## config.mk

```make
export PLATFORM = sky130hd
export DESIGN_NAME = dbuf_half_tracker
export DESIGN_NICKNAME = d
export VERILOG_FILES = /design/src/rtl/dbt_pkg.sv /design/src/rtl/dbt_size_cfg.sv /design/src/rtl/dbt_ptr_fsm.sv /design/src/rtl/dbt_ready_ctrl.sv /design/src/rtl/dbuf_half_tracker.sv
export SDC_FILE = /design/constraint.sdc
export NUM_CORES = 1
export LEC_CHECK = 0
export BUFFER_PORTS_ARGS = -buffer_cell sky130_fd_sc_hd__buf_2
export CAP_MARGIN = 20
export CORE_MARGIN = 2
export CORE_UTILIZATION = 55
export CTS_CLUSTER_SIZE = 40
export DETAILED_ROUTE_END_ITERATION = 8
export HOLD_SLACK_MARGIN = 0.15
export PLACE_DENSITY = 0.83
export SYNTH_ARGS = -nofsm -noshare
export SYNTH_HDL_FRONTEND = slang
export SYNTH_SLANG_ARGS = --single-unit
```

## constraint.sdc

```tcl
create_clock -name clk -period 6.33 [get_ports clk]
set_input_delay 0.9495 -clock clk [delete_from_list [all_inputs] [get_ports clk]]
set_output_delay 0.9495 -clock clk [all_outputs]
set_load 0.02 [all_outputs]
```

## src/rtl/dbt_pkg.sv

```systemverilog
package dbt_pkg;

    typedef enum logic [1:0] {
        ST_IDLE  = 2'd0,
        ST_LOWER = 2'd1,
        ST_UPPER = 2'd2
    } dbt_state_e;

    // completion event handed from the pointer machine to the ready logic
    typedef struct packed {
        logic fire;
        logic idx;
    } dbt_done_t;

endpackage

```

## src/rtl/dbt_size_cfg.sv

```systemverilog
module dbt_size_cfg #(
    parameter int ADDR_W = 16
) (
    input  logic              clk,
    input  logic              rst_n,
    input  logic              start,
    input  logic [ADDR_W:0]   size_in,
    output logic [ADDR_W-1:0] last_lo,
    output logic [ADDR_W-1:0] last_hi
);

    localparam int PAIR_W = ADDR_W - 1;

    logic              over;
    logic [PAIR_W-1:0] pairs;
    logic [ADDR_W-1:0] lo_n;
    logic [ADDR_W-1:0] hi_n;
    logic              unused_lsb;

    assign unused_lsb = size_in[0];        // odd sizes round down
    assign over       = size_in[ADDR_W];
    assign pairs      = size_in[ADDR_W-1:1];

    always_comb begin
        if (over) begin
            lo_n = {1'b0, {PAIR_W{1'b1}}};
            hi_n = '1;
        end else if (pairs == '0) begin
            lo_n = '0;
            hi_n = {{(ADDR_W-1){1'b0}}, 1'b1};
        end else begin
            lo_n = {1'b0, pairs} - 1'b1;
            hi_n = {pairs, 1'b0} - 1'b1;
        end
    end

    always_ff @(posedge clk) begin
        if (!rst_n) begin
            last_lo <= '0;
            last_hi <= {{(ADDR_W-1){1'b0}}, 1'b1};
        end else if (start) begin
            last_lo <= lo_n;
            last_hi <= hi_n;
        end
    end

    AST_HALF_SPLIT: assert property (@(posedge clk) disable iff (!rst_n)
        last_hi == {last_lo[ADDR_W-2:0], 1'b1}) else $error("half split");

endmodule

```

## src/rtl/dbt_ptr_fsm.sv

```systemverilog
module dbt_ptr_fsm
    import dbt_pkg::*;
#(
    parameter int ADDR_W = 16
) (
    input  logic              clk,
    input  logic              rst_n,
    input  logic              start,
    input  logic              wr_stb,
    input  logic [ADDR_W-1:0] last_lo,
    input  logic [ADDR_W-1:0] last_hi,
    output logic [ADDR_W-1:0] wr_addr,
    output dbt_done_t         done
);

    dbt_state_e        st, st_n;
    logic [ADDR_W-1:0] addr_n;

    // state register
    always_ff @(posedge clk) begin
        if (!rst_n) begin
            st      <= ST_IDLE;
            wr_addr <= '0;
        end else begin
            st      <= st_n;
            wr_addr <= addr_n;
        end
    end

    // next state, next address and completion output
    always_comb begin
        st_n   = st;
        addr_n = wr_addr;
        done   = '0;
        if (start) begin
            st_n   = ST_LOWER;                       // GO
            addr_n = '0;
        end else begin
            unique case (st)
                ST_IDLE: begin
                    st_n = ST_IDLE;                  // strobes ignored
                end
                ST_LOWER: begin
                    if (wr_stb) begin
                        addr_n = wr_addr + 1'b1;
                        if (wr_addr == last_lo) begin
                            st_n      = ST_UPPER;    // CROSS
                            done.fire = 1'b1;
                            done.idx  = 1'b0;
                        end
                    end
                end
                ST_UPPER: begin
                    if (wr_stb) begin
                        if (wr_addr == last_hi) begin
                            st_n      = ST_LOWER;    // WRAP
                            addr_n    = '0;
                            done.fire = 1'b1;
                            done.idx  = 1'b1;
                        end else begin
                            addr_n = wr_addr + 1'b1;
                        end
                    end
                end
                default: st_n = ST_IDLE;
            endcase
        end
    end

    AST_IDLE_ADDR: assert property (@(posedge clk) disable iff (!rst_n)
        (st == ST_IDLE) |-> (wr_addr == '0)) else $error("idle addr");
    AST_LOWER_RANGE: assert property (@(posedge clk) disable iff (!rst_n)
        (st == ST_LOWER) |-> (wr_addr <= last_lo)) else $error("lower range");
    AST_UPPER_RANGE: assert property (@(posedge clk) disable iff (!rst_n)
        (st == ST_UPPER) |-> (wr_addr > last_lo && wr_addr <= last_hi)) else $error("upper range");
    AST_ADDR_HOLD: assert property (@(posedge clk) disable iff (!rst_n)
        (!wr_stb && !start) |=> $stable(wr_addr)) else $error("addr hold");
    AST_ADDR_STEP: assert property (@(posedge clk) disable iff (!rst_n)
        (st != ST_IDLE && wr_stb && !start) |=>
        (wr_addr == $past(wr_addr) + 1'b1 || wr_addr == '0)) else $error("addr step");
    AST_START_ZERO: assert property (@(posedge clk) disable iff (!rst_n)
        start |=> (wr_addr == '0 && st == ST_LOWER)) else $error("start zero");

endmodule

```

## src/rtl/dbt_ready_ctrl.sv

```systemverilog
module dbt_ready_ctrl
    import dbt_pkg::*;
#(
    parameter int OVR_W = 16
) (
    input  logic             clk,
    input  logic             rst_n,
    input  logic             start,
    input  dbt_done_t        done,
    input  logic             half_ack,
    output logic             half_rdy,
    output logic             rdy_half,
    output logic [OVR_W-1:0] ovr_cnt
);

    localparam logic [OVR_W-1:0] OVR_MAX = '1;

    logic lost;

    assign lost = done.fire && half_rdy && !half_ack;

    always_ff @(posedge clk) begin
        if (!rst_n || start) begin
            half_rdy <= 1'b0;
            rdy_half <= 1'b0;
        end else if (done.fire) begin
            half_rdy <= 1'b1;
            rdy_half <= done.idx;
        end else if (half_ack) begin
            half_rdy <= 1'b0;
        end
    end

    always_ff @(posedge clk) begin
        if (!rst_n || start) begin
            ovr_cnt <= '0;
        end else if (lost && ovr_cnt != OVR_MAX) begin
            ovr_cnt <= ovr_cnt + 1'b1;
        end
    end

    AST_DONE_FLAG: assert property (@(posedge clk) disable iff (!rst_n)
        (done.fire && !start) |=> (half_rdy && rdy_half == $past(done.idx))) else $error("done flag");
    AST_ACK_CLEAR: assert property (@(posedge clk) disable iff (!rst_n)
        (half_ack && !done.fire) |=> !half_rdy) else $error("ack clear");
    AST_OVR_NO_DROP: assert property (@(posedge clk) disable iff (!rst_n)
        !start |=> (ovr_cnt >= $past(ovr_cnt))) else $error("ovr drop");
    AST_OVR_COUNT: assert property (@(posedge clk) disable iff (!rst_n)
        (lost && !start && ovr_cnt != OVR_MAX) |=> (ovr_cnt == $past(ovr_cnt) + 1'b1)) else $error("ovr count");

endmodule

```

## src/rtl/dbuf_half_tracker.sv

```systemverilog
module dbuf_half_tracker
    import dbt_pkg::*;
#(
    parameter int ADDR_W = 16,
    parameter int OVR_W  = 16
) (
    input  logic              clk,
    input  logic              rst_n,
    input  logic              start,
    input  logic [ADDR_W:0]   buf_size,
    input  logic              wr_stb,
    input  logic              half_ack,
    output logic [ADDR_W-1:0] wr_addr,
    output logic              half_rdy,
    output logic              rdy_half,
    output logic [OVR_W-1:0]  ovr_cnt
);

    logic [ADDR_W-1:0] last_lo;
    logic [ADDR_W-1:0] last_hi;
    dbt_done_t         done;

    dbt_size_cfg #(.ADDR_W(ADDR_W)) u_size (
        .clk     (clk),
        .rst_n   (rst_n),
        .start   (start),
        .size_in (buf_size),
        .last_lo (last_lo),
        .last_hi (last_hi)
    );

    dbt_ptr_fsm #(.ADDR_W(ADDR_W)) u_ptr (
        .clk     (clk),
        .rst_n   (rst_n),
        .start   (start),
        .wr_stb  (wr_stb),
        .last_lo (last_lo),
        .last_hi (last_hi),
        .wr_addr (wr_addr),
        .done    (done)
    );

    dbt_ready_ctrl #(.OVR_W(OVR_W)) u_rdy (
        .clk      (clk),
        .rst_n    (rst_n),
        .start    (start),
        .done     (done),
        .half_ack (half_ack),
        .half_rdy (half_rdy),
        .rdy_half (rdy_half),
        .ovr_cnt  (ovr_cnt)
    );

endmodule

```

# ---- After elaboration in Yosys (flattened, before gate mapping)
# Index checks and enable logic that the tools add are counted.
dict set report op_classes {
  n_mux 22
  reduce_logical 13
  n_bitwise 1
  n_eq_ne 13
  add_sub_neg 4
}
# op count
set ops {}
lappend ops {{$mux 16} 7}
lappend ops {{$add 16x1->16 const B} 2}
lappend ops {{$eq 16x16->1} 2}
lappend ops {{$pmux 16 s2} 1}
lappend ops {{$mux 2} 9}
lappend ops {{$ne 16x16->1 const B} 1}
lappend ops {{$sub 15x1->16 const B} 1}
lappend ops {{$sub 16x1->16 const B} 1}
lappend ops {{$logic_not 15->1} 1}
lappend ops {{$pmux 2 s2} 2}
lappend ops {{$reduce_and 4->1} 2}
lappend ops {{$ne 3x2->1 const B} 2}
lappend ops {{$ne 3x3->1 const B} 2}
lappend ops {{$ne 2x1->1 const B} 2}
lappend ops {{$ne 2x2->1 const B} 2}
lappend ops {{$reduce_bool 2->1} 2}
lappend ops {{$logic_and 1x1->1} 3}
lappend ops {{$mux 1} 3}
lappend ops {{$reduce_and 3->1} 1}
lappend ops {{$eq 2x1->1 const B} 1}
lappend ops {{$eq 2x2->1 const B} 1}
lappend ops {{$logic_not 1->1} 2}
lappend ops {{$reduce_or 2->1} 1}
lappend ops {{$logic_or 1x1->1} 1}
lappend ops {{$not 1->1} 1}
dict set report totals {
  regBits 68
  out_inout_bits 34
  in_bits 22
  word_cells 61
}

# ---- Depth between registers and ports, before layout
dict set report logic_depth {
  depth_word 8
  mapped_depth 9
  ltp_nobuf 8
}

# ---- By module
# From an unflattened synthesis, not the netlist that was laid out.
dict set report unflattened {
  cells_unflattened 390
  hier_area_um2 3355.7
}
# module seq_area_each_um2 area_each_um2 instances cells_per_inst
set by_module_without_submodules {}
lappend by_module_without_submodules {dbt_ptr_fsm 360.3 1387.6 1 160}
lappend by_module_without_submodules {dbt_size_cfg 320.3 1034.7 1 121}
lappend by_module_without_submodules {dbt_ready_ctrl 360.3 933.4 1 109}

# ---- Least setup slack after synthesis
# Ideal clock, no wire load.
dict set report synth_path {
  path_kind {input to register}
  start {input port buf_size[9]}
  end {register u_size.last_hi[10]}
  arrival_ns 2.859
  n_path_buf 1
  setup_time_ns 0.133
  path_slack_ns 3.338
  required_time_ns 6.197
  path_stages 7
  path_cell_list {or4_1 > or4b_2 > nor2_1 > nand3_1 > clkbuf_1 > nand2_1 > a21oi_1}
}
dict set report synth_via {
  elab_chain_cells 3
  word_cells_on_any_way 4
  cone_classes {1 x add/sub; 2 x mux; 1 x reduce/logical}
}
# item line
set synth_lines {}
lappend synth_lines {{from (decl)} dbuf_half_tracker.sv:10} ;# input logic [ADDR_W:0] buf_size,
lappend synth_lines {{$sub 16x1->16 or $logic_not 15->1 (tied branches)} {dbt_size_cfg.sv:33, dbt_size_cfg.sv:28}}
lappend synth_lines {{$mux 16 *} dbt_size_cfg.sv:28} ;# end else if (pairs == '0) begin
lappend synth_lines {{$mux 16 *} dbt_size_cfg.sv:25} ;# if (over) begin
lappend synth_lines {{to (signal assigned)} dbt_size_cfg.sv:40} ;# last_hi <= {{(ADDR_W-1){1'b0}}, 1'b1};
lappend synth_lines {{to (signal assigned)} dbt_size_cfg.sv:43} ;# last_hi <= hi_n;
lappend synth_lines {{to (decl)} dbt_size_cfg.sv:9} ;# output logic [ADDR_W-1:0] last_hi
# Mark *: on every way between the ends. The rest lies on a longest branch, timed or not.
# A chain may end at the register's enable or synchronous reset.

# ---- Worst setup path in the final report
dict set report layout_path {
  start {register u_ptr.wr_addr[10]}
  end {register u_rdy.ovr_cnt[1]}
}
dict set report layout_via {
  elab_chain_cells 8
  word_cells_on_any_way 11
  cone_classes {2 x eq/ne; 6 x mux; 3 x reduce/logical}
}
# item line
set layout_lines {}
lappend layout_lines {{from (decl)} dbt_ptr_fsm.sv:12} ;# output logic [ADDR_W-1:0] wr_addr,
lappend layout_lines {{from (signal assigned)} dbt_ptr_fsm.sv:26} ;# wr_addr <= addr_n;
lappend layout_lines {{$eq 16x16->1, on equally long branches} {dbt_ptr_fsm.sv:55, dbt_ptr_fsm.sv:46}}
lappend layout_lines {{$mux 2, on equally long branches} {dbt_ptr_fsm.sv:55, dbt_ptr_fsm.sv:46}}
lappend layout_lines {{$mux 2, on equally long branches} {dbt_ptr_fsm.sv:54, dbt_ptr_fsm.sv:44}}
lappend layout_lines {{$pmux 2 s2 *} dbt_ptr_fsm.sv:39} ;# unique case (st)
lappend layout_lines {{$mux 2 *} dbt_ptr_fsm.sv:35} ;# if (start) begin
lappend layout_lines {{$logic_and 1x1->1 * (2 in series)} dbt_ready_ctrl.sv:20} ;# assign lost = done.fire && half_rdy && !half_ack;
lappend layout_lines {{$logic_and 1x1->1 *} dbt_ready_ctrl.sv:37} ;# end else if (lost && ovr_cnt != OVR_MAX) begin
lappend layout_lines {{to (signal assigned)} dbt_ready_ctrl.sv:38} ;# ovr_cnt <= ovr_cnt + 1'b1;
lappend layout_lines {{to (decl)} dbt_ready_ctrl.sv:13} ;# output logic [OVR_W-1:0] ovr_cnt
# Marks and branches as above.

==> impl_metrics.json <==
{
  "status": "finished, final reports clean",
  "arrival_ns": 3.53,
  "multi_input_area_um2": 1958,
  "grt_max_degree": 26,
  "comb_power_share": 0.107,
  "vias_per_cell": 5.809,
  "overflow": 0,
  "chipWidth_um": 79.88,
  "cts_made_buffers": 5,
  "hold_violations": 0,
  "fp-row-count": 27,
  "finalMaxSlewViolations": 0,
  "antenna_found_initial": 0,
  "clkTransAtPathRegs_ns": 0.09,
  "r2r-start": "u_ptr.wr_addr[10]",
  "synth_area_leaders": "dfxtp_1, xnor2_1, nand2_1",
  "syn_inst": 396,
  "syn-num-nets": 424,
  "yosys.area.top_type_share": 0.3287,
  "cts_resized": 0,
  "hpwl_um": 5268,
  "avgSynthCellArea_um2": 7.997,
  "p_leak_uw": 0.001279,
  "synthArstFlopShare": 0,
  "power_switching_share": 0.2489,
  "drc": 0,
  "post_cts_buffers": 0,
  "ir_drop_v": 0.0001133,
  "p_seq_frac": 0.572,
  "r2r_end": "u_rdy.ovr_cnt[1]",
  "num_antenna_cells": 0,
  "ctsLongestPathBuffers": 2,
  "powerDensity_nw_per_um2": 173.1,
  "start_util": 0.5716,
  "ioPinCount": 56,
  "yosysUniqueCellTypes": 44,
  "synth.most_common_cell": "dfxtp_1",
  "synth_seq_cells": 52,
  "finalSetupViolCount": 0,
  "whs_endpoint": "u_rdy.rdy_half",
  "hp-start": "u_rdy.rdy_half",
  "die_h_um": 79.88,
  "cts_tree": "yes",
  "synth_edf_count": 0,
  "fin_skew_ns": 0.005573,
  "timing.fmax_ghz": 0.3036,
  "startpoint_type": "flip-flop",
  "netlist.top_cell.by_area": "dfxtp_1",
  "finalPower_uw": 603.7,
  "via_count": 2922,
  "maxCapViolCount": 0,
  "finalNetCount": 458,
  "post-route-min-period_ns": 3.294,
  "dr.pass1.iters": 4,
  "avgRoutedWirePerCell_um": 14.37,
  "htreeDepth": 2,
  "crit_fanout": 25,
  "cp.required_ns": 6.57,
  "r2r_cells": 6,
  "cts-root-buf": "clkbuf_8",
  "drive_gt1_frac": 0.1624,
  "ff_latch_area_um2": 1041,
  "core_area_um2": 5540,
  "yosys_warnings": 0,
  "rsz0062_at_grt": "false",
  "syn_area_um2": 3167,
  "grt_use_total": 0.2347,
  "grt_pass1_vias": 2610,
  "p_int_uw": 453.4,
  "clk_latency_ns": 0.30,
  "worst_pin_slew_ns": 1.070,
  "drt_iter0_drc": 172,
  "ant_nets": 0,
  "grt_pass1_wl_um": 12100,
  "setup_tns_ns": 0,
  "hold_class": "reg -> reg",
  "die_area_um2": 6381,
  "routed_wirelength_um": 7229,
  "p_sw_uw": 150.3,
  "seq_area_frac_synth": 0.3287,
  "holdPathStages": 2,
  "slew_headroom": 0.2851,
  "worst_setup_path_end_kind": "flip-flop",
  "cts_hold_buffers": 0,
  "cts.sinks": 52,
  "n_fill_cell": 511,
  "synthTopCellsByCount": "dfxtp_1, nand2_1, xnor2_1",
  "r2r_setup_slack_ns": 3.04,
  "worstSetupPathType": "reg -> reg",
  "routabilityCongestion": 0.8728,
  "p_clk_frac": 0.321,
  "ys.flop_type": "dfxtp_1",
  "period_share": 0.5204,
  "port_buffers": 54,
  "synthToLayoutAreaGrowth_pct": 10.11
}
## cells by family (layout without fill, tap and decap cells)
| family | after synthesis | count (layout) | synth area share |
|---|---|---|---|
| adder cells (fa/ha/maj) | 6 | 6 | 0.02371 |
| AO/OA/AOI/OAI | 85 | 85 | 0.1655 |
| multiplexers | 7 | 7 | 0.02213 |
| flip-flops | 52 | 52 | 0.3287 |
| XOR/XNOR | 54 | 54 | 0.1565 |
| AND/OR/NAND/NOR | 157 | 157 | 0.2505 |
| buffers and inverters | 35 | 70 | 0.05294 |
## critical path: stages, from the launching register on
cell,delay [ns]
dfxtp_1,0.56
xnor2_1,0.17
nand4_1,0.11
nor4_1,0.59
nand4_1,0.91
a21boi_0,0.67
mux2i_1,0.23
## per-stage QoR
step / utilization / setup WS [ns] / hold slack, ns / instance area (µm²) / std cells
floorplan: - / 3.338 / 0.4593 / 3167 / 396
global placement: 0.6118 / 2.886 / 0.4415 / 3390 / 494
detailed placement: 0.6118 / 2.855 / 0.4465 / 3390 / 494
CTS: 0.6280 / 3.043 / 0.4592 / 3480 / 502
global route: 0.6294 / 2.695 / 0.4708 / 3487 / 503
finish: 0.6294 / 3.036 / 0.4543 / 3487 / 503
## final cells by class
type                       instances  share of cell area
timing repair buffer              56             0.08181
inverter                           6            0.006459
tap                               72             0.02583
sequential                        52              0.2985
clock buffer                       8             0.02583
multi-input combinational        309              0.5615
## cell usage in the layout, fill, tap and decap left out, drive strengths merged, types with 3 or more instances in the layout
master and instances:
and4 3, and2 6, nor3 10, nand2b 9
xnor2 41, nor4 4, or4 3, nand3 14
a2111o 8, mux2i 7, o21a 3, nor2 26
o21ai 30, nor2b 3, inv 6, nand4 17
nand2 50, clkbuf 9, a32o 3, ha 6
dfxtp 52, a21oi 32, and3 5, xor2 13
buf 55
## flip-flops by register name (all words and copies together), names as in the netlist
register / flops
u_ptr.st: 2
u_size.last_lo: 2
u_rdy.rdy_half: 1
u_size.last_hi: 14
u_rdy.half_rdy: 1
u_rdy.ovr_cnt: 16
u_ptr.wr_addr: 16
## per-layer routing
layer | share of wire | routed length, µm | global-route usage | vias to the layer above
li1 | - | - | - | 1457
met1 | 0.47 | 3384 | 0.3184 | 1387
met2 | 0.48 | 3444 | 0.3800 | 72
met3 | 0.045 | 325 | 0.03620 | 6
met4 | 0.010 | 74 | 0.07797 | 0
met5 | 0 | 0 | 0 | -
## worst max path at each step
stage,start,end,cells after the start
2_1_floorplan,buf_size[9],u_size.last_hi[10],7
3_3_place_gp,buf_size[9],u_size.last_lo[15],6
3_5_place_dp,buf_size[9],u_size.last_lo[15],6
4_1_cts,u_ptr.wr_addr[10],u_rdy.ovr_cnt[1],6
5_1_grt,u_ptr.wr_addr[10],u_rdy.ovr_cnt[1],6
6_report,u_ptr.wr_addr[10],u_rdy.ovr_cnt[1],6
## power by group through the flow
stage                     Combinational (µW)  Sequential, µW  Clock (µW)
after CTS                               64.2             345         199
after detailed placement                63.6             353           0
after global placement                  61.2             352           0
after floorplan                         45.5             350           0
final                                   64.5             345         194
after global routing                    72.5             347         208
Power figures use the tool's default switching activity.
